<file path="src/rtl/hbe_pkg.sv">
package hbe_pkg;
  typedef enum logic [1:0] {
    OP_SEARCH = 2'b00,
    OP_INSERT = 2'b01,
    OP_DELETE = 2'b10,
    OP_NOP    = 2'b11
  } hbe_op_e;
endpackage

</file>
<file path="src/rtl/hbe_slot_match.sv">
module hbe_slot_match #(
  parameter int NUM_SLOTS = 4,
  parameter int KEY_W     = 8
) (
  input  logic [KEY_W-1:0]           key,
  input  logic [NUM_SLOTS*KEY_W-1:0] slot_keys,
  input  logic [NUM_SLOTS-1:0]       slot_valid,
  output logic [NUM_SLOTS-1:0]       match_vec
);
  for (genvar i = 0; i < NUM_SLOTS; i++) begin : g_cmp
    // An empty slot never matches, whatever key it still holds
    assign match_vec[i] = slot_valid[i] && (slot_keys[i*KEY_W +: KEY_W] == key);
  end
endmodule

</file>
<file path="src/rtl/hbe_slot_select.sv">
module hbe_slot_select
  import hbe_pkg::*;
#(
  parameter int NUM_SLOTS = 4,
  localparam int IDX_W = (NUM_SLOTS > 1) ? $clog2(NUM_SLOTS) : 1
) (
  input  logic                 clk,
  input  logic                 rst_n,
  input  hbe_op_e              op,
  input  logic [NUM_SLOTS-1:0] match_vec,
  input  logic [NUM_SLOTS-1:0] valid_vec,
  output logic [NUM_SLOTS-1:0] sel,
  output logic                 any_match,
  output logic                 free_avail,
  output logic [IDX_W-1:0]     tgt_idx
);
  localparam logic [NUM_SLOTS-1:0] ONE = NUM_SLOTS'(1);

  function automatic logic [NUM_SLOTS-1:0] lowest_set(input logic [NUM_SLOTS-1:0] v);
    return v & (~v + ONE);
  endfunction

  function automatic logic [IDX_W-1:0] to_index(input logic [NUM_SLOTS-1:0] oh);
    logic [IDX_W-1:0] idx;
    idx = '0;
    for (int i = 0; i < NUM_SLOTS; i++)
      if (oh[i]) idx = idx | IDX_W'(i);
    return idx;
  endfunction

  logic [NUM_SLOTS-1:0] match_oh;
  logic [NUM_SLOTS-1:0] free_oh;
  logic [NUM_SLOTS-1:0] tgt_oh;

  assign match_oh   = lowest_set(match_vec);
  assign free_oh    = lowest_set(~valid_vec);
  assign any_match  = |match_vec;
  assign free_avail = |(~valid_vec);

  always_comb begin
    tgt_oh = '0;
    if (any_match)            tgt_oh = match_oh;
    else if (op == OP_INSERT) tgt_oh = free_oh;
    unique case (op)
      OP_INSERT: sel = tgt_oh;
      OP_DELETE: sel = any_match ? match_oh : '0;
      default:   sel = '0;
    endcase
  end

  assign tgt_idx = to_index(tgt_oh);

  AST_SEL_ONEHOT: assert property (@(posedge clk) disable iff (!rst_n)
    $onehot0(sel));
  AST_SEL_NEEDS_REASON: assert property (@(posedge clk) disable iff (!rst_n)
    (|sel) |-> (any_match || (op == OP_INSERT && (sel & valid_vec) == '0)));
endmodule

</file>
<file path="src/rtl/hbe_slot_pe.sv">
module hbe_slot_pe
  import hbe_pkg::*;
#(
  parameter int KEY_W = 8,
  parameter int VAL_W = 8
) (
  input  hbe_op_e          op,
  input  logic             sel,
  input  logic [KEY_W-1:0] in_key,
  input  logic [VAL_W-1:0] in_val,
  input  logic [KEY_W-1:0] old_key,
  input  logic [VAL_W-1:0] old_val,
  input  logic             old_valid,
  output logic [KEY_W-1:0] new_key,
  output logic [VAL_W-1:0] new_val,
  output logic             new_valid
);
  localparam int SLOT_W = KEY_W + VAL_W + 1;

  logic [SLOT_W-1:0] orig_slot, ins_slot, del_slot, upd_slot, out_slot;

  assign orig_slot = {old_valid, old_key, old_val};
  assign ins_slot  = {1'b1, in_key, in_val};
  assign del_slot  = {1'b0, old_key, old_val};

  always_comb begin
    unique case (op)
      OP_INSERT: upd_slot = ins_slot;
      OP_DELETE: upd_slot = del_slot;
      default:   upd_slot = orig_slot;
    endcase
  end

  assign out_slot = sel ? upd_slot : orig_slot;
  assign {new_valid, new_key, new_val} = out_slot;
endmodule

</file>
<file path="src/rtl/bucket_update_engine.sv">
module bucket_update_engine
  import hbe_pkg::*;
#(
  parameter int NUM_SLOTS = 4,
  parameter int KEY_W     = 8,
  parameter int VAL_W     = 8,
  localparam int IDX_W = (NUM_SLOTS > 1) ? $clog2(NUM_SLOTS) : 1
) (
  input  logic                       clk,
  input  logic                       rst_n,
  input  logic                       in_valid,
  input  logic [1:0]                 in_op,
  input  logic [KEY_W-1:0]           in_key,
  input  logic [VAL_W-1:0]           in_val,
  input  logic [NUM_SLOTS*KEY_W-1:0] rd_keys,
  input  logic [NUM_SLOTS*VAL_W-1:0] rd_vals,
  input  logic [NUM_SLOTS-1:0]       rd_valid,
  output logic                       out_valid,
  output logic                       wb_en,
  output logic [NUM_SLOTS*KEY_W-1:0] wb_keys,
  output logic [NUM_SLOTS*VAL_W-1:0] wb_vals,
  output logic [NUM_SLOTS-1:0]       wb_valid,
  output logic                       hit,
  output logic [VAL_W-1:0]           srch_val,
  output logic                       full,
  output logic [NUM_SLOTS-1:0]       fwd_valid_vec,
  output logic                       fwd_match,
  output logic [IDX_W-1:0]           fwd_slot,
  output logic [1:0]                 fwd_op
);
  // Examine stage: key compare on the bucket as read
  logic [NUM_SLOTS-1:0] cmp_vec;

  hbe_slot_match #(.NUM_SLOTS(NUM_SLOTS), .KEY_W(KEY_W)) u_match (
    .key(in_key), .slot_keys(rd_keys), .slot_valid(rd_valid), .match_vec(cmp_vec)
  );

  logic                       s1_vld;
  hbe_op_e                    s1_op;
  logic [KEY_W-1:0]           s1_key;
  logic [VAL_W-1:0]           s1_val;
  logic [NUM_SLOTS*KEY_W-1:0] s1_keys;
  logic [NUM_SLOTS*VAL_W-1:0] s1_vals;
  logic [NUM_SLOTS-1:0]       s1_valid;
  logic [NUM_SLOTS-1:0]       s1_match;

  always_ff @(posedge clk) begin
    if (!rst_n) begin
      s1_vld   <= 1'b0;
      s1_op    <= OP_NOP;
      s1_key   <= '0;
      s1_val   <= '0;
      s1_keys  <= '0;
      s1_vals  <= '0;
      s1_valid <= '0;
      s1_match <= '0;
    end else begin
      s1_vld   <= in_valid;
      s1_op    <= hbe_op_e'(in_op);
      s1_key   <= in_key;
      s1_val   <= in_val;
      s1_keys  <= rd_keys;
      s1_vals  <= rd_vals;
      s1_valid <= rd_valid;
      s1_match <= cmp_vec;
    end
  end

  // Execute stage: slot selection and per-slot processing elements
  logic [NUM_SLOTS-1:0] sel;
  logic                 any_match;
  logic                 free_avail;
  logic [IDX_W-1:0]     tgt_idx;

  hbe_slot_select #(.NUM_SLOTS(NUM_SLOTS)) u_sel (
    .clk(clk), .rst_n(rst_n), .op(s1_op), .match_vec(s1_match), .valid_vec(s1_valid),
    .sel(sel), .any_match(any_match), .free_avail(free_avail), .tgt_idx(tgt_idx)
  );

  logic [NUM_SLOTS*KEY_W-1:0] nx_keys;
  logic [NUM_SLOTS*VAL_W-1:0] nx_vals;
  logic [NUM_SLOTS-1:0]       nx_valid;

  for (genvar i = 0; i < NUM_SLOTS; i++) begin : g_pe
    hbe_slot_pe #(.KEY_W(KEY_W), .VAL_W(VAL_W)) u_pe (
      .op(s1_op), .sel(sel[i]), .in_key(s1_key), .in_val(s1_val),
      .old_key(s1_keys[i*KEY_W +: KEY_W]), .old_val(s1_vals[i*VAL_W +: VAL_W]),
      .old_valid(s1_valid[i]),
      .new_key(nx_keys[i*KEY_W +: KEY_W]), .new_val(nx_vals[i*VAL_W +: VAL_W]),
      .new_valid(nx_valid[i])
    );
  end

  // Named execute-stage events
  logic             ev_write;
  logic             ev_hit;
  logic             ev_full;
  logic [VAL_W-1:0] ev_found_val;

  assign ev_write     = s1_vld && (|sel);
  assign ev_hit       = s1_vld && (s1_op == OP_SEARCH) && any_match;
  assign ev_full      = s1_vld && (s1_op == OP_INSERT) && !any_match && !free_avail;
  assign ev_found_val = ev_hit ? s1_vals[tgt_idx*VAL_W +: VAL_W] : '0;

  always_ff @(posedge clk) begin
    if (!rst_n) begin
      out_valid     <= 1'b0;
      wb_en         <= 1'b0;
      wb_keys       <= '0;
      wb_vals       <= '0;
      wb_valid      <= '0;
      hit           <= 1'b0;
      srch_val      <= '0;
      full          <= 1'b0;
      fwd_valid_vec <= '0;
      fwd_match     <= 1'b0;
      fwd_slot      <= '0;
      fwd_op        <= 2'b11;
    end else begin
      out_valid     <= s1_vld;
      wb_en         <= ev_write;
      wb_keys       <= nx_keys;
      wb_vals       <= nx_vals;
      wb_valid      <= nx_valid;
      hit           <= ev_hit;
      srch_val      <= ev_found_val;
      full          <= ev_full;
      fwd_valid_vec <= nx_valid;
      fwd_match     <= s1_vld && any_match;
      fwd_slot      <= tgt_idx;
      fwd_op        <= s1_op;
    end
  end

  AST_ACCEPT_EVERY_CYCLE: assert property (@(posedge clk) disable iff (!rst_n)
    in_valid |=> s1_vld);
  AST_RESULT_FOLLOWS: assert property (@(posedge clk) disable iff (!rst_n)
    s1_vld |=> out_valid);
  AST_FULL_NO_WRITE: assert property (@(posedge clk) disable iff (!rst_n)
    full |-> !wb_en);
  AST_HIT_IS_SEARCH: assert property (@(posedge clk) disable iff (!rst_n)
    hit |-> (fwd_op == OP_SEARCH && fwd_match));
  AST_DELETE_CLEARS: assert property (@(posedge clk) disable iff (!rst_n)
    (out_valid && fwd_op == OP_DELETE && fwd_match) |-> !wb_valid[fwd_slot]);
  AST_INSERT_SETS: assert property (@(posedge clk) disable iff (!rst_n)
    (out_valid && fwd_op == OP_INSERT && !full) |-> (wb_valid[fwd_slot] && wb_en));
  AST_NOP_QUIET: assert property (@(posedge clk) disable iff (!rst_n)
    (fwd_op == OP_NOP) |-> (!wb_en && !hit && !full));
endmodule

</file>
<file path="config.mk">
export PLATFORM = sky130hd
export DESIGN_NAME = bucket_update_engine
export DESIGN_NICKNAME = d
export VERILOG_FILES = /design/src/rtl/hbe_pkg.sv /design/src/rtl/hbe_slot_match.sv /design/src/rtl/hbe_slot_select.sv /design/src/rtl/hbe_slot_pe.sv /design/src/rtl/bucket_update_engine.sv
export SDC_FILE = /design/constraint.sdc
export NUM_CORES = 1
export LEC_CHECK = 0
export ABC_AREA = 1
export BUFFER_PORTS_ARGS = -buffer_cell sky130_fd_sc_hd__buf_2
export CAP_MARGIN = 20
export CELL_PAD_IN_SITES_DETAIL_PLACEMENT = 1
export CELL_PAD_IN_SITES_GLOBAL_PLACEMENT = 2
export CORE_MARGIN = 1
export CORE_UTILIZATION = 26
export CTS_CLUSTER_SIZE = 10
export DETAILED_ROUTE_END_ITERATION = 16
export GPL_ROUTABILITY_DRIVEN = 0
export PLACE_DENSITY_LB_ADDON = 0.1
export SLEW_MARGIN = 40
export SYNTH_ARGS = -nofsm -noshare
export SYNTH_HDL_FRONTEND = slang
export SYNTH_SLANG_ARGS = --single-unit
</file>
<file path="constraint.sdc">
create_clock -name clk -period 1.75 [get_ports clk]
set_clock_uncertainty 0.1 [all_clocks]
set_input_delay 0.35 -clock clk [delete_from_list [all_inputs] [get_ports clk]]
set_output_delay 0.35 -clock clk [all_outputs]
set_load 0.05 [all_outputs]
</file>
# == Word level (Yosys, flattened, before mapping) ==
# Cells that the tools add are included.
# Widths: inputs -> output; s select.
# totals
inputBits,89
word_cells,66
output_inout_bits,89
register_bits,176
# classes
bitwise_logic,5
reduce_logical,18
n_shift,1
n_addsub,2
muxes,15
eq_ne,6
# op_table
cell,count
$pmux 17 s2,4
$mux 17,4
$eq 8x8->1,4
$shiftx 32x6->8,1
$mux 4,3
$not 4->4,3
$reduce_or 4->1,3
$logic_and 1x1->1,11
$add 4x1->4 const B,2
$and 4x4->4,2
$pmux 4 s2,1
$mux 2,2
$eq 2x1->1 const B,1
$eq 2x2->1 const B,1
$logic_not 1->1,2
$logic_not 2->1,1
$reduce_and 2->1,1
$mux 1,1

# == Depth between registers and ports, before layout ==
# Gate-level depths: netlist of the first run.
# logic_depth
word_depth,10
mapped_depth,11
ltp_nobuf,9

# == Hierarchy ==
# Synthesis of the first run repeated with hierarchy kept, for this count alone.
# unflattened
cells_unflattened,1070
hier_area_um2,7509.7
# by_module_without_submodules
mod,area_per_inst_um2,seq_area_each_um2,n_inst,cells_per_inst
bucket_update_engine,5352.6,3523.4,1,629
hbe_slot_pe,339.1,0.0,4,65
hbe_slot_match,555.5,0.0,1,130
hbe_slot_select,245.2,0.0,1,51

# == Worst setup path after synthesis of the first run ==
# No wires, ideal clock.
# synth_timing
kind,reg2reg
startpoint,reg s1_op[0]
endpoint,reg wb_vals[6]
stages_incl_launch_ff,11
t_arrival_ns,1.516
setup_time_ns,0.132
period_less_slack_ns,1.749
t_required_ns,1.518
n_path_buf,1
slack_ns,0.001
path_cell_list,dfxtp_1 > inv_1 > ha_1 > nand2_1 > inv_1 > nand3_2 > inv_2 > nand2_2 > buf_4 > nand2_1 > a21oi_1
# synth_between
elab_chain_len,5
elab_cells_between_ends,7
classes_between,2 x eq/ne; 5 x mux
# synth_rtl
item,line,rtl
"start, declared",bucket_update_engine.sv:39,hbe_op_e s1_op;
"start signal, assigned",bucket_update_engine.sv:59,s1_op <= hbe_op_e'(in_op);
$eq 2x1->1,"hbe_slot_select.sv:43, hbe_slot_select.sv:44, hbe_slot_pe.sv:27",
$mux 4,hbe_slot_select.sv:43,else if (op == OP_INSERT) tgt_oh = free_oh;
$mux 4,hbe_slot_select.sv:42,if (any_match) tgt_oh = match_oh;
$pmux 4 s2,hbe_slot_select.sv:44,unique case (op)
$mux 17 *,hbe_slot_pe.sv:34,assign out_slot = sel ? upd_slot : orig_slot;
"end signal, assigned",bucket_update_engine.sv:123,wb_vals <= nx_vals;
"end, declared",bucket_update_engine.sv:21,"output logic [NUM_SLOTS*VAL_W-1:0] wb_vals,"
# Mark *: on every way between the ends. The rest lies on a longest branch, timed or not.
# A chain may end at the register's enable or synchronous reset.

# == Worst setup path in the final report of the first run ==
# layout_timing
startpoint,reg s1_op[1]
endpoint,reg srch_val[2]
# layout_between
elab_chain_len,7
elab_cells_between_ends,11
classes_between,1 x eq/ne; 1 x shift; 5 x mux; 4 x reduce/logical
# layout_rtl
item,line,rtl
$eq 2x1->1,hbe_slot_select.sv:43,
$mux 4,hbe_slot_select.sv:43,
$mux 4,hbe_slot_select.sv:42,
$mux 1,hbe_slot_select.sv:27,if (oh[i]) idx = idx | IDX_W'(i);
$mux 2 (2 in series),hbe_slot_select.sv:27,
$shiftx 32x6->8,bucket_update_engine.sv:103,assign ev_found_val = ev_hit ? s1_vals[tgt_idx*VAL_W +: VAL_W] : '0;
"end signal, assigned",bucket_update_engine.sv:126,srch_val <= ev_found_val;
"end, declared",bucket_update_engine.sv:24,"output logic [VAL_W-1:0] srch_val,"
# Several ways; a longest one is shown, not always the timed one.

==> results by stage, run 1 <==
Clock tree:
- The CTS tree is yes.
- The maximum number of buffers from clock root to sink is 2.
- The number of levels in the clock H-tree is 4.
- Counting every sink on the clock net gives 176.
- Clock tree synthesis selected as its root buffer the cell sky130_fd_sc_hd__clkbuf_16.
- The number of buffers inserted during clock tree synthesis is 17.
- For the worst-skew pair, the clock arrives at the later sink with an insertion delay of 0.43 ns.
- Clock-pin slew was measured on the worst setup and hold paths at 0.07 ns.

Synth:
- The primary flip-flop cell chosen by synthesis mapping is sky130_fd_sc_hd__dfxtp_1.
- Of all cell types, the one taking the most synthesized area is sky130_fd_sc_hd__dfxtp_1.
- In the synthesized netlist the async set-or-reset flop fraction comes to 0%.
- In the synthesized netlist, the number of instances is 801.
- The share of synthesized area in the top cell type comes to 54.4%.
- The fraction of synthesized cell area in xor and xnor cells is 2.03%.
- The synthesized netlist devotes 9.87% of its cell area to compound gates.
- The synthesized design contains 0 enable-type register cells.
- Counting instances in the post-synthesis netlist gives the leading cell types as 213 x sky130_fd_sc_hd__nand2_1, 176 x sky130_fd_sc_hd__dfxtp_1, 131 x sky130_fd_sc_hd__inv_1, 75 x sky130_fd_sc_hd__a21oi_1, 52 x sky130_fd_sc_hd__nand3_1.
- The number of different library cells used by synthesis comes to 37.
- The share of the Yosys chip area taken by registers is 54.4%.
- The cell area after technology mapping is 6470 sq um.
- After synthesis, the share of cell area in mux cells is 0%.
- By instance count, the leading cell after synthesis is sky130_fd_sc_hd__nand2_1.
- The dominant combinational cell family by area after synthesis is simple AND/OR/NAND/NOR gates.
- In the post-synthesis netlist, the biggest area contributors are sky130_fd_sc_hd__dfxtp_1 54%, sky130_fd_sc_hd__nand2_1 12%, sky130_fd_sc_hd__inv_1 7.6%, sky130_fd_sc_hd__a21oi_1 5.8%, sky130_fd_sc_hd__nand3_1 4.0%.
- The synthesized netlist devotes 21.6% of its cell area to simple gates.
- In this run, synthesis produced a sequential element count of 176.
- The number of nets in the synthesized netlist is 893.
- The synthesized area divided by synthesized cell count is 8.08 sq um.
- The adder and majority cell fraction of the synthesized area is 0.580%.
- The number of warnings issued by yosys is 0.

Routing:
- The first routing iteration left 198 violations.
- Using the TritonRoute via totals, the vias-per-cell ratio works out to 4.23.
- Dividing the detail-routed wire length by the instance count gives 16.5 um.
- The DRC violation count after routing is 0.
- The detail route stage leaves a number of antenna-violating nets equal to 0.
- For this block, the routed nets add up to 22,500 um of wire.
- The routed layout has 5,765 vias.
- Before antenna repair, the detailed router went through 4 iterations.

Finish:
- At the end of the flow, the number of nets in the layout was 1,119.
- The number of inserted filler cells in the final layout is 2,996.
- The area growth from synthesis to layout is 38.0%.
- The number of antenna diodes in the final layout is 0.
- Cells with a size suffix above 1 make up 28.8% of the layout.
- Summing all non-filler instances in the final layout gives an area of 8940 sq um.

Critical path:
- In this run the register-to-register setup slack is 0.005 ns.
- Data on the critical path arrives at its endpoint at 2.00 ns.
- The cell family contributing the most delay on the critical path is simple AND/OR/NAND/NOR gates.
- Walking the worst path, the cells encountered are inv_2 -> ha_4 -> buf_4 -> nand2_4 -> o21bai_4 -> nand2_4 -> nand2_2 -> buf_4 -> nand3_1 -> a21oi_2.
- The maximum fanout along the worst path is 6.
- Among all stages on the critical path, the largest delay is contributed by sky130_fd_sc_hd__dfxtp_2.
- Data on the critical path is required at its endpoint by 2.01 ns.
- The source of the worst register-to-register timing path is s1_op[1]$_SDFF_PN1_.
- The worst stage delay on the critical path is 0.34 ns.
- The type of element launching the critical path is a flop.
- The worst setup path is of the reg2reg kind.
- The depth of the most critical reg-to-reg path is 10.
- In this run the critical register-to-register path is captured at srch_val[2]$_SDFF_PN0_.
- The worst setup path is captured at a flop.
- The buffer and inverter count on the worst path is 3.

Power:
- Summed over all nets, the switching power comes to 0.00249 W.
- The combinational share of power is 11.1%.
- The overall power is 0.00915 W.
- The clock network is responsible for 42.1% of the overall power.
- The switching share of total power is 27.2%.
- The internal power component is 0.00666 W.
- In this run the power density over the cells is 1020 nW/um^2.
- The share of total power in sequential cells is 46.8%.
- VDD sags by at most 546 uV.
- The leakage power of the design is 4.54 nW.

Worst hold path:
- In this run the most critical hold path is launched from in_op[0].
- The type of the worst min-delay path is in2reg.
- Counting instances, the worst hold path has a depth of 2.
- For hold timing, the worst endpoint is s1_op[0]$_SDFF_PN1_.

Die:
- The overall die height is 160 um.
- Measured along the x axis, the die boundary spans 160 um.
- The I/O pin count is 178.
- Once the floorplan was initialized, standard cells occupied 26.5% of the core.
- Row generation in the floorplan step produced 57 rows.
- The core region area is 24,400 sq um.
- The overall die area is 25,500 sq um.

Timing:
- Setup repair after global routing could not meet its margin everywhere.
- The final-report setup violation count is 0.
- After layout, the worst setup slack is 0.00496 ns.
- Timing would allow up to 0.573 GHz.
- Dividing the final minimum period by the clock period gives 99.7%.
- The hold violation count in the final report is 0.
- The time the final worst path needs with I/O delays and setup is 1.75 ns.
- The actual transition at the worst max-transition pin is 0.579 ns.
- The normalized max-slew margin is 61.4%.
- The max-slew violation count was 0.

Global routing:
- The number of antenna violations at the first check in global routing is 0.
- The first global-routing pass estimated 34,300 um of wire.
- The remaining global-route overflow is 0.
- Across every metal layer, demand over resource in global routing totals 18.0%.
- Entering global routing, the biggest net connects 53 pins.
- The via count of the first global-routing pass is 5,880.

Run:
- The tool flagged a number of max-cap violations equal to 0.

Placement:
- The placement-stage cell area is 7850 sq um.
- Buffers placed on the I/O ports in this run total 177.
- The worst setup timing slack at the placement stage is -0.135 ns.
- The wire-length estimate of the detail-placed layout is 16,500 um.

Status:
- The flow ran to the end, and the final reports show no timing, DRC or antenna violations.
## cell usage in the layout (no fill, tap or decap), types with 2 or more instances in the layout
cell type,synthesis,final
sky130_fd_sc_hd__a211oi_1,6,6
sky130_fd_sc_hd__a21oi_1,75,63
sky130_fd_sc_hd__a21oi_2,2,14
sky130_fd_sc_hd__a221oi_1,3,3
sky130_fd_sc_hd__buf_12,0,6
sky130_fd_sc_hd__buf_2,4,177
sky130_fd_sc_hd__buf_4,6,25
sky130_fd_sc_hd__buf_6,8,7
sky130_fd_sc_hd__buf_8,0,2
sky130_fd_sc_hd__bufinv_16,0,2
sky130_fd_sc_hd__clkbuf_1,13,2
sky130_fd_sc_hd__clkbuf_16,0,17
sky130_fd_sc_hd__clkinv_4,0,3
sky130_fd_sc_hd__clkinvlp_4,0,5
sky130_fd_sc_hd__dfxtp_1,176,174
sky130_fd_sc_hd__dlygate4sd3_1,0,27
sky130_fd_sc_hd__ha_4,0,2
sky130_fd_sc_hd__inv_1,131,128
sky130_fd_sc_hd__inv_2,4,4
sky130_fd_sc_hd__inv_4,0,3
sky130_fd_sc_hd__inv_6,0,4
sky130_fd_sc_hd__nand2_1,213,213
sky130_fd_sc_hd__nand2_2,5,4
sky130_fd_sc_hd__nand2_4,5,6
sky130_fd_sc_hd__nand3_1,52,51
sky130_fd_sc_hd__nand3_2,2,3
sky130_fd_sc_hd__nand3b_1,8,8
sky130_fd_sc_hd__nand4_1,4,4
sky130_fd_sc_hd__nor2_1,19,17
sky130_fd_sc_hd__nor2_2,5,5
sky130_fd_sc_hd__nor2_4,2,4
sky130_fd_sc_hd__o2111ai_1,2,2
sky130_fd_sc_hd__o21ai_0,17,16
sky130_fd_sc_hd__o21ai_1,2,3
sky130_fd_sc_hd__o22ai_1,3,3
sky130_fd_sc_hd__or2_2,2,2
sky130_fd_sc_hd__xnor2_1,12,12
sky130_fd_sc_hd__xor2_1,3,3
## per-stage QoR
stage / instances / util (%) / TNS, ns / hold slack [ns]
CTS: 1363 / 36.2 / -0.00472 / 0.00132
floorplan: 801 / - / 0 / 0.324
finish: 1364 / 36.6 / 0 / 0.0156
detailed placement: 1297 / 32.2 / -2.86 / 0.335
global placement: 1297 / 32.2 / -1.17 / 0.331
global route: 1364 / 36.6 / -2.86 / 0.00480
## power groups by stage
stage | Combinational [W] | Sequential, W | Clock [W]
global route | 0.00111 | 0.00431 | 0.00411
global placement | 0.000953 | 0.00439 | 0
detailed placement | 0.000955 | 0.00438 | 0
floorplan | 0.000365 | 0.00458 | 0
finish | 0.00102 | 0.00429 | 0.00385
CTS | 0.00102 | 0.00429 | 0.00395
## state kept, by name, summed over array words and instances, names as in the netlist, 2 cells and up
signal and count:
s1_match 4, fwd_slot 2, wb_vals 32, s1_val 8, s1_key 8, s1_keys 32
s1_vals 32, fwd_op 2, wb_keys 32, srch_val 8, s1_op 2, s1_valid 4
fwd_valid_vec 4
## timing repair
action | CTS | global route
hold buffers | 27 | 0
gates resized for setup | 18 | 27
buffers inserted | 5 | 1
endpoints found under the hold margin | 27 | 0
endpoints found under the setup margin | 61 | 71
cloned | 2 | 0
pin swaps | 5 | 6
## kinds of logic (layout without fill, tap and decap cells)
kind of cell | Yosys count | count (layout)
buffers and inverters | 174 | 412
adder cells (fa/ha/maj) | 3 | 3
AO/OA/AOI/OAI | 114 | 114
flip-flops | 176 | 176
XOR/XNOR | 15 | 15
AND/OR/NAND/NOR | 319 | 320
## worst register-to-register path, delay by kind of cell (launching register included)
kind | cells | cell delay (ns)
AOI/OAI and AO/OA | 2 | 0.35
adders and majority gates | 1 | 0.16
and+or+nand+nor | 4 | 0.41
buffers and inverters | 3 | 0.33
DFF | 1 | 0.34
## layout make-up
type	count	area [sq um]	share of cell area, %
well taps	324	405	4.54
repair buffers	244	1570	17.6
flip-flops and latches	176	3530	39.5
inverters	136	522	5.84
multi-input cells	452	2320	26.0
clock buffers	19	433	4.84
clock inverters	13	151	1.69
## worst max-delay path by stage
stage | depth (start not counted) | start | to
2_1_floorplan | 10 | s1_op[0]$_SDFF_PN1_ | wb_vals[6]$_SDFF_PN0_
3_3_place_gp | 10 | s1_op[1]$_SDFF_PN1_ | srch_val[2]$_SDFF_PN0_
3_5_place_dp | 10 | s1_op[1]$_SDFF_PN1_ | srch_val[2]$_SDFF_PN0_
4_1_cts | 10 | s1_op[1]$_SDFF_PN1_ | srch_val[2]$_SDFF_PN0_
5_1_grt | 10 | s1_op[1]$_SDFF_PN1_ | wb_keys[28]$_SDFF_PN0_
6_report | 10 | s1_op[1]$_SDFF_PN1_ | srch_val[2]$_SDFF_PN0_
## metal layers
layer  vias to the layer above  part of all wire (%)  GRT usage (%)
met5                         -                     0              0
met1                      2662                    46           23.2
met3                        31                   4.0           2.99
li1                       2910                     -              -
met4                         0                   2.0           6.10
met2                       162                    47           30.3
(Power assumes the default switching activity.)
==> inputs of run 2 (changes only) <==
--- a/config.mk
+++ b/config.mk
@@ -11,7 +11,7 @@
 export CELL_PAD_IN_SITES_DETAIL_PLACEMENT = 1
 export CELL_PAD_IN_SITES_GLOBAL_PLACEMENT = 2
 export CORE_MARGIN = 1
-export CORE_UTILIZATION = 26
+export CORE_UTILIZATION = 32
 export CTS_CLUSTER_SIZE = 10
 export DETAILED_ROUTE_END_ITERATION = 16
 export GPL_ROUTABILITY_DRIVEN = 0
==> constraint.sdc (replaced) <==
create_clock -name clk -period 2.1 [get_ports clk]
set_clock_uncertainty 0.1 [all_clocks]
set_input_delay 0.42 -clock clk [delete_from_list [all_inputs] [get_ports clk]]
set_output_delay 0.42 -clock clk [all_outputs]
set_load 0.05 [all_outputs]
==> run 2 against run 1 <==
Die area decreased by 19%. Via count down 1.5%. Clock power fell by 24%. Power down 21%. Sequential share of layout area is 3.6 points higher. Worst setup slack improved by 0.16 ns. Sequential power shrank 17%. First-iteration DRC count shrank 9.1%. Global-route usage up 3.2 points. Wire length fell by 5.7%. Cell count decreased by 8.2%. Utilization increased by 5.0 points. Critical endpoint is now wb_vals[2]$_SDFF_PN0_. Largest cell class unchanged.
==> results by stage, run 2 (same netlist as run 1, synthesis figures left out) <==
Critical path:
- In this run the critical register-to-register path is launched from s1_op[1]$_SDFF_PN1_.
- The category of the most critical setup path is reg2reg.
- The worst endpoint data arrival time is 2.15 ns.
- STA classifies the critical path startpoint as a flop.
- The category of the worst setup path capture point is a flop.
- The startpoint of the worst setup timing path is s1_op[1]$_SDFF_PN1_.
- The required time of the critical path is 2.31 ns.
- The maximum fanout along the worst path is 16.

Power:
- The leakage power of the design is 4.27 nW.
- Dividing total power by cell area gives a power density of 887 nW/um^2.
- The peak supply drop is 489 uV.

Finish:
- The library cell used most frequently in the layout, excluding fill and tap cells, is sky130_fd_sc_hd__nand2_1.
- The finished layout holds 1,252 standard cells, fillers aside.
- Fill cells in the final layout number 2,453.
- The diode insertion count for antenna repair is 0.
- The finished layout cell area is 8190 sq um.
- At the end of the flow, the number of nets in the layout was 1,067.
- The top cell types in the final layout, fill and taps aside, are 213 x sky130_fd_sc_hd__nand2_1, 177 x sky130_fd_sc_hd__buf_2, 176 x sky130_fd_sc_hd__dfxtp_1.
- From synthesis to final layout, the design area changed by 26.5%.
- The share of final-layout standard cells stronger than drive strength 1 is 25.5%.

Clock tree:
- In this run the deepest clock path goes through 2 buffers.
- The clock tree root buffer cell is sky130_fd_sc_hd__clkbuf_16.
- The number of levels in the clock H-tree is 4.
- The number of clock sinks is 176.
- TritonCTS built the clock tree.
- Clock-pin slew was measured on the worst setup and hold paths at 0.07 ns.
- The number of buffers inserted during clock tree synthesis is 17.
- The later-pin clock latency in the skew report is 0.43 ns.

Die:
- The horizontal extent of the die is 144 um.
- The initialized floorplan defines 51 standard-cell rows.
- The overall die height is 144 um.
- The floorplan step defined a core boundary enclosing 19,700 sq um.
- The initial core utilization is 32.9%.
- Pin placement for this block handled 178 I/O pins.
- The floorplan step defined a die boundary enclosing 20,800 sq um.

Worst hold path:
- The critical hold path startpoint is rd_vals[12].
- The tightest min-delay check is of the in2reg type.

Timing:
- The max-slew violation count is 0.
- The final-report setup violation count is 0.
- At the pin with the least slew margin, the transition time is 0.552 ns.
- The worst path uses 92.3% of the clock period.
- The normalized max-slew margin is 63.2%.
- The maximum operating frequency is 0.516 GHz.
- For the finished layout, the period the worst path requires is 1.94 ns.
- Setup repair after global routing left no endpoint under its margin.
- The sum of negative setup slack is 0 ns.
- The hold violation count in the final report is 0.
- Hold timing on the final database bottoms out at a slack of 0.0753 ns.

Global routing:
- The pin count of the biggest net entering global routing is 53.
- For this run, the total global-route usage over all layers was measured as 21.1%.
- The via count of the first global-routing pass was 5,912.
- The first global-routing pass estimated 32,200 um of wire.
- The number of antenna violations at the first check in global routing is 0.
- The remaining global-route overflow is 0.

Placement:
- After detailed placement, the total cell area comes to 7620 sq um.
- The HPWL after detailed placement is 16,100 um.
- Port buffering added 177 buffers.
- Counting tap cells, the placed design contains a total of 1,219 instances.

Run:
- The max-capacitance violation count is 0.

Routing:
- The final layout contains routed wiring with a total length of 21,200 um.
- The DRC violation count after routing is 0.
- Detailed routing inserted a total of 5,680 vias.
- The count of TritonRoute iterations in the first routing pass is 4.
- The final antenna-violating net count is 0.
- The average wire per standard cell is 16.9 um.
- The count of routing violations after the opening detailed-route iteration is 180.
- Using the TritonRoute via totals, the vias-per-cell ratio works out to 4.54.

Status:
- The run finished with clean final reports.
==> run 2: cell count changes in the layout (fill, tap and decap cells not counted), sizes merged <==
cell         previous run  this run
dlygate4sd3            27         0
buf                   217       193
clkbuf                 19        23
inv                   139       136
bufinv                  2         0
clkinv                  3         4
clkinvlp                5         4
nand2                 224       223
==> run 2: critical path, cell delays in order, from the launching register on <==
cell                      delay [ns]
sky130_fd_sc_hd__dfxtp_1        0.35
sky130_fd_sc_hd__inv_1          0.09
sky130_fd_sc_hd__ha_1           0.39
sky130_fd_sc_hd__nand2_1        0.10
sky130_fd_sc_hd__inv_1          0.12
sky130_fd_sc_hd__nand3_2        0.13
sky130_fd_sc_hd__inv_2          0.11
sky130_fd_sc_hd__nand2_2        0.22
sky130_fd_sc_hd__nand2_1        0.14
sky130_fd_sc_hd__a21oi_1        0.07
==> run 2: path summary, 6_finish.rpt <==
kind | endpoint | slack (ns) | cells past startpoint
worst max-delay path | wb_vals[2]$_SDFF_PN0_ | 0.16 | 9
worst min-delay path | s1_vals[12]$_SDFF_PN0_ | 0.08 | 3
worst max register to register | wb_vals[2]$_SDFF_PN0_ | 0.16 | 9
worst min register to register | wb_keys[4]$_SDFF_PN0_ | 0.34 | 2
==> run 2: cell type report <==
type	instances	area, sq um	share of cell area [%]
flip-flops and latches	176	3520	43.0
repair buffers	193	1070	13.1
well taps	265	332	4.05
clock buffers	23	478	5.84
clock inverters	8	57.6	0.703
inverters	136	512	6.25
multi-input cells	451	2220	27.1
==> run 2: per-stage QoR <==
| step | total power (W) | setup WS (ns) | util [%] |
|---|---|---|---|
| after global placement | 0.00442 | 0.176 | 38.8 |
| after detailed placement | 0.00443 | 0.0178 | 38.8 |
| after CTS | 0.00734 | 0.0511 | 41.6 |
| after floorplan | 0.00412 | 0.351 | - |
| final | 0.00726 | 0.162 | 41.7 |
| after global routing | 0.00757 | 0.00953 | 41.7 |
==> run 2: where the power goes <==
group	switching [W]	total (W)	internal, W	leakage (nW)
combinational	0.000538	0.000779	0.000241	2.57
sequential	0.0000859	0.00357	0.00349	1.45
clock	0.00131	0.00291	0.00160	0.252
==> run 2: layer usage <==
layer | routed length (um) | global-route usage, % | vias to the layer above
li1 | - | - | 2812
met1 | 9090 | 25.6 | 2679
met2 | 10600 | 36.8 | 161
met3 | 1010 | 4.37 | 28
met4 | 508 | 7.65 | 0
met5 | 0 | 0 | -
==> run 2: what timing repair did <==
| item | CTS | global route |
|---|---|---|
| resized for setup | 0 | 2 |
| setup buffers | 2 | 0 |
| pin swaps | 1 | 0 |
| hold buffers | 0 | 0 |
| endpoints found under the setup margin | 1 | 19 |
==> inputs of run 3 (changes only) <==
--- a/config.mk
+++ b/config.mk
@@ -8,10 +8,11 @@
 export ABC_AREA = 1
 export BUFFER_PORTS_ARGS = -buffer_cell sky130_fd_sc_hd__buf_2
 export CAP_MARGIN = 20
-export CELL_PAD_IN_SITES_DETAIL_PLACEMENT = 1
-export CELL_PAD_IN_SITES_GLOBAL_PLACEMENT = 2
+export CELL_PAD_IN_SITES_DETAIL_PLACEMENT = 0
+export CELL_PAD_IN_SITES_GLOBAL_PLACEMENT = 1
+export CORE_ASPECT_RATIO = 2
 export CORE_MARGIN = 1
-export CORE_UTILIZATION = 32
+export CORE_UTILIZATION = 40
 export CTS_CLUSTER_SIZE = 10
 export DETAILED_ROUTE_END_ITERATION = 16
 export GPL_ROUTABILITY_DRIVEN = 0
==> run 3 against run 2 <==
First-iteration DRC count down 0.56%. Global-route usage up 2.5 points. Wire length down 9.9%. Design area down 0.83%. Highest routed layer is now met5.
==> results by stage, run 3 (same netlist as run 1, synthesis figures left out) <==
Status:
- The flow ran to the end, and the final reports show no timing, DRC or antenna violations.

Timing:
- For the pin with the worst max-slew slack, the measured transition is 0.420 ns.
- Setup repair after global routing left no endpoint under its margin.
- The hold violation count in the final report came to 0.
- After routing, the total negative slack on setup checks comes to 0 ns.
- Based on the critical path, the design can be clocked at up to 0.518 GHz.
- The max-slew violation count was 0.
- Setup violations remaining at the end of the flow were counted as 0.
- The time the final worst path needs with I/O delays and setup is 1.93 ns.
- The final critical path takes up 92.0% of the cycle.
- Measured against its own limit, the worst slew margin works out to 71.7%.

Routing:
- The via count is 5,635.
- The DRC violation count after routing is 0.
- The final antenna-violating net count is 0.
- The count of routing violations after the opening detailed-route iteration is 179.
- The average wire per standard cell is 16.1 um.
- The top routing layer in use is met5.
- For this block, wires on met1 add up to 6310 um.
- The first TritonRoute pass finished after 5 iterations.
- After detailed routing, the met3 layer carries 695 um of wire.
- The final wirelength is 19,100 um.
- The met2 layer wire length in the routed design is 11,000 um.
- The ratio of routed vias to standard cells is 4.75.

Global routing:
- The first global-routing pass estimated 29,100 um of wire.
- The pin count of the biggest net entering global routing is 55.
- The via count of the first global-routing pass was 5,760.
- The number of antenna violations at the first check in global routing came to 1.
- After global routing the overflow that remains totals 0.
- For this run, the total global-route usage over all layers was measured as 23.6%.

Die:
- The initial utilization of the core area, before any placement, comes to 41.0%.
- In this run the horizontal extent of the chip is 92.0 um.
- In this run the standard cell core region covers 15,800 sq um.
- Pin placement for this block handled 178 I/O pins.
- The floorplan step defined a die boundary enclosing 16,700 sq um.
- The floorplan row count is 65.
- Measured along the y axis, the die boundary spans 182 um.

Critical path:
- Traced cell by cell, the critical path runs through inv_1 -> ha_2 -> nand2_4 -> o21bai_4 -> nand2_4 -> nand2_4 -> nand2_1 -> nand3_1 -> a21oi_1.
- The critical path runs through a total of 9 cells.
- The startpoint identified for the worst register-to-register timing path is s1_op[1]$_SDFF_PN1_.
- The largest individual stage delay along the critical path comes from the cell sky130_fd_sc_hd__dfxtp_1.
- The buffer and inverter count on the worst path is 1.
- For the worst setup path, the data required time is 2.29 ns.
- The worst stage delay on the critical path is 0.31 ns.
- The setup check on the worst reg-to-reg path leaves a slack of 0.17 ns.
- The cell occurring most often along the worst timing path is sky130_fd_sc_hd__nand2_4.
- The depth of the most critical reg-to-reg path is 9.
- The worst endpoint data arrival time is 2.13 ns.
- The type of element launching the critical path is a flop.
- The worst setup path is of the reg2reg kind.
- The worst setup path is captured at a flop.
- Along the worst path, the maximum fanout reaches 19.
- The critical register-to-register path endpoint is srch_val[0]$_SDFF_PN0_.
- The kind of cell with the highest combined delay along the critical path is simple AND/OR/NAND/NOR gates.

Finish:
- The number of inserted filler cells in the final layout is 1,626.
- The top cell types in the final layout, fill and taps aside, are 213 x sky130_fd_sc_hd__nand2_1, 177 x sky130_fd_sc_hd__buf_2, 176 x sky130_fd_sc_hd__dfxtp_1.
- For this run, the post-layout net count is 1,064.
- The number of antenna diodes in the final layout is 0.
- Cells with a size suffix above 1 make up 25.7% of the layout.
- Leaving out fill and tap cells, the most frequent cell in the layout is sky130_fd_sc_hd__nand2_1.
- The area growth from synthesis to layout is 25.4%.

Clock tree:
- The tree is rooted in a sky130_fd_sc_hd__clkbuf_16.
- TritonCTS built the clock tree.
- At the later pin of the worst-skew pair, clock insertion delay measures 0.42 ns.
- Counting every sink on the clock net gives 176.
- The clock passes through at most 2 buffers.
- The clock slew at the register clock pins of the worst setup and hold paths is 0.07 ns.
- Counting the buffers created by CTS gives 17.
- The number of levels in the clock H-tree is 4.
- After clock tree synthesis, the flow added hold-fix buffers numbering 0.

Power:
- The leakage power of the design is 4.29 nW.
- In this run the power density over the cells is 931 nW/um^2.
- Total power for the finished layout comes to 0.00756 W.
- The peak supply drop is 462 uV.

Worst hold path:
- In this run the worst hold path is classified as in2reg.
- The worst hold path stage count is 3.
- The terminating pin of the worst hold path is s1_vld$_SDFF_PN0_.
- The critical hold path startpoint is in_valid.

Run:
- The max-capacitance violation count is 0.

Placement:
- Input and output buffers added on the ports amount to 177.
- Detailed placement ended at an HPWL of 14,700 um.
## run 3: changes by cell type in the layout (fill, tap and decap cells not counted), sizes merged
cell | previous run | this run
inv | 136 | 140
bufinv | 0 | 3
buf | 193 | 190
clkbuf | 23 | 17
clkinv | 4 | 7
clkinvlp | 4 | 1
## run 3: worst max-delay path by stage
stage / from / to / slack (ns)
2_1_floorplan: s1_op[0]$_SDFF_PN1_ / wb_vals[6]$_SDFF_PN0_ / 0.35
3_3_place_gp: s1_op[1]$_SDFF_PN1_ / srch_val[3]$_SDFF_PN0_ / 0.13
3_5_place_dp: s1_op[1]$_SDFF_PN1_ / srch_val[0]$_SDFF_PN0_ / 0.07
4_1_cts: s1_op[1]$_SDFF_PN1_ / srch_val[0]$_SDFF_PN0_ / 0.05
5_1_grt: s1_op[0]$_SDFF_PN1_ / wb_keys[0]$_SDFF_PN0_ / 0.02
6_report: s1_op[1]$_SDFF_PN1_ / srch_val[0]$_SDFF_PN0_ / 0.17
## run 3: per-layer routing
layer / vias up / global-route usage [%]
met2: 198 / 46.3
met1: 2575 / 21.3
met5: - / 0
met4: 2 / 15.4
met3: 57 / 3.98
li1: 2803 / -
## run 3: what timing repair did
item | CTS | global route
endpoints found under the hold margin | 0 | 0
buffers inserted | 0 | 0
resized for setup | 0 | 2
endpoints found under the setup margin | 0 | 17
## run 3: worst min-delay path, stage by stage
cell and delay (ns):
sky130_fd_sc_hd__buf_2 0.08, sky130_fd_sc_hd__nand2_1 0.04, sky130_fd_sc_hd__inv_1 0.04
## run 3: final cells by class
class                      count  area, sq um  area share [%]
clock inverter                15          183            2.25
sequential                   176         3520            43.4
tap                          201          251            3.10
timing repair buffer         190         1010            12.4
multi-input combinational    451         2220            27.3
clock buffer                  17          425            5.24
inverter                     136          512            6.30
## run 3: stage by stage
| stage | cell area, sq um | setup WS (ns) | std cells | utilization [%] | hold WS (ns) |
|---|---|---|---|---|---|
| floorplan | 6470 | 0.351 | 801 | - | 0.324 |
| global placement | 7500 | 0.127 | 1154 | 47.6 | 0.331 |
| detailed placement | 7500 | 0.0669 | 1154 | 47.6 | 0.336 |
| CTS | 8110 | 0.0465 | 1186 | 51.4 | 0.0642 |
| global route | 8120 | 0.0189 | 1186 | 51.5 | 0.0762 |
| finish | 8120 | 0.168 | 1186 | 51.5 | 0.0776 |
## run 3: power breakdown
| group | leakage [nW] | switching [W] | internal [W] |
|---|---|---|---|
| logic | 2.54 | 0.000524 | 0.000237 |
| clock network | 0.299 | 0.00133 | 0.00189 |
| registers | 1.45 | 0.0000866 | 0.00349 |
| total | 4.29 | 0.00195 | 0.00561 |
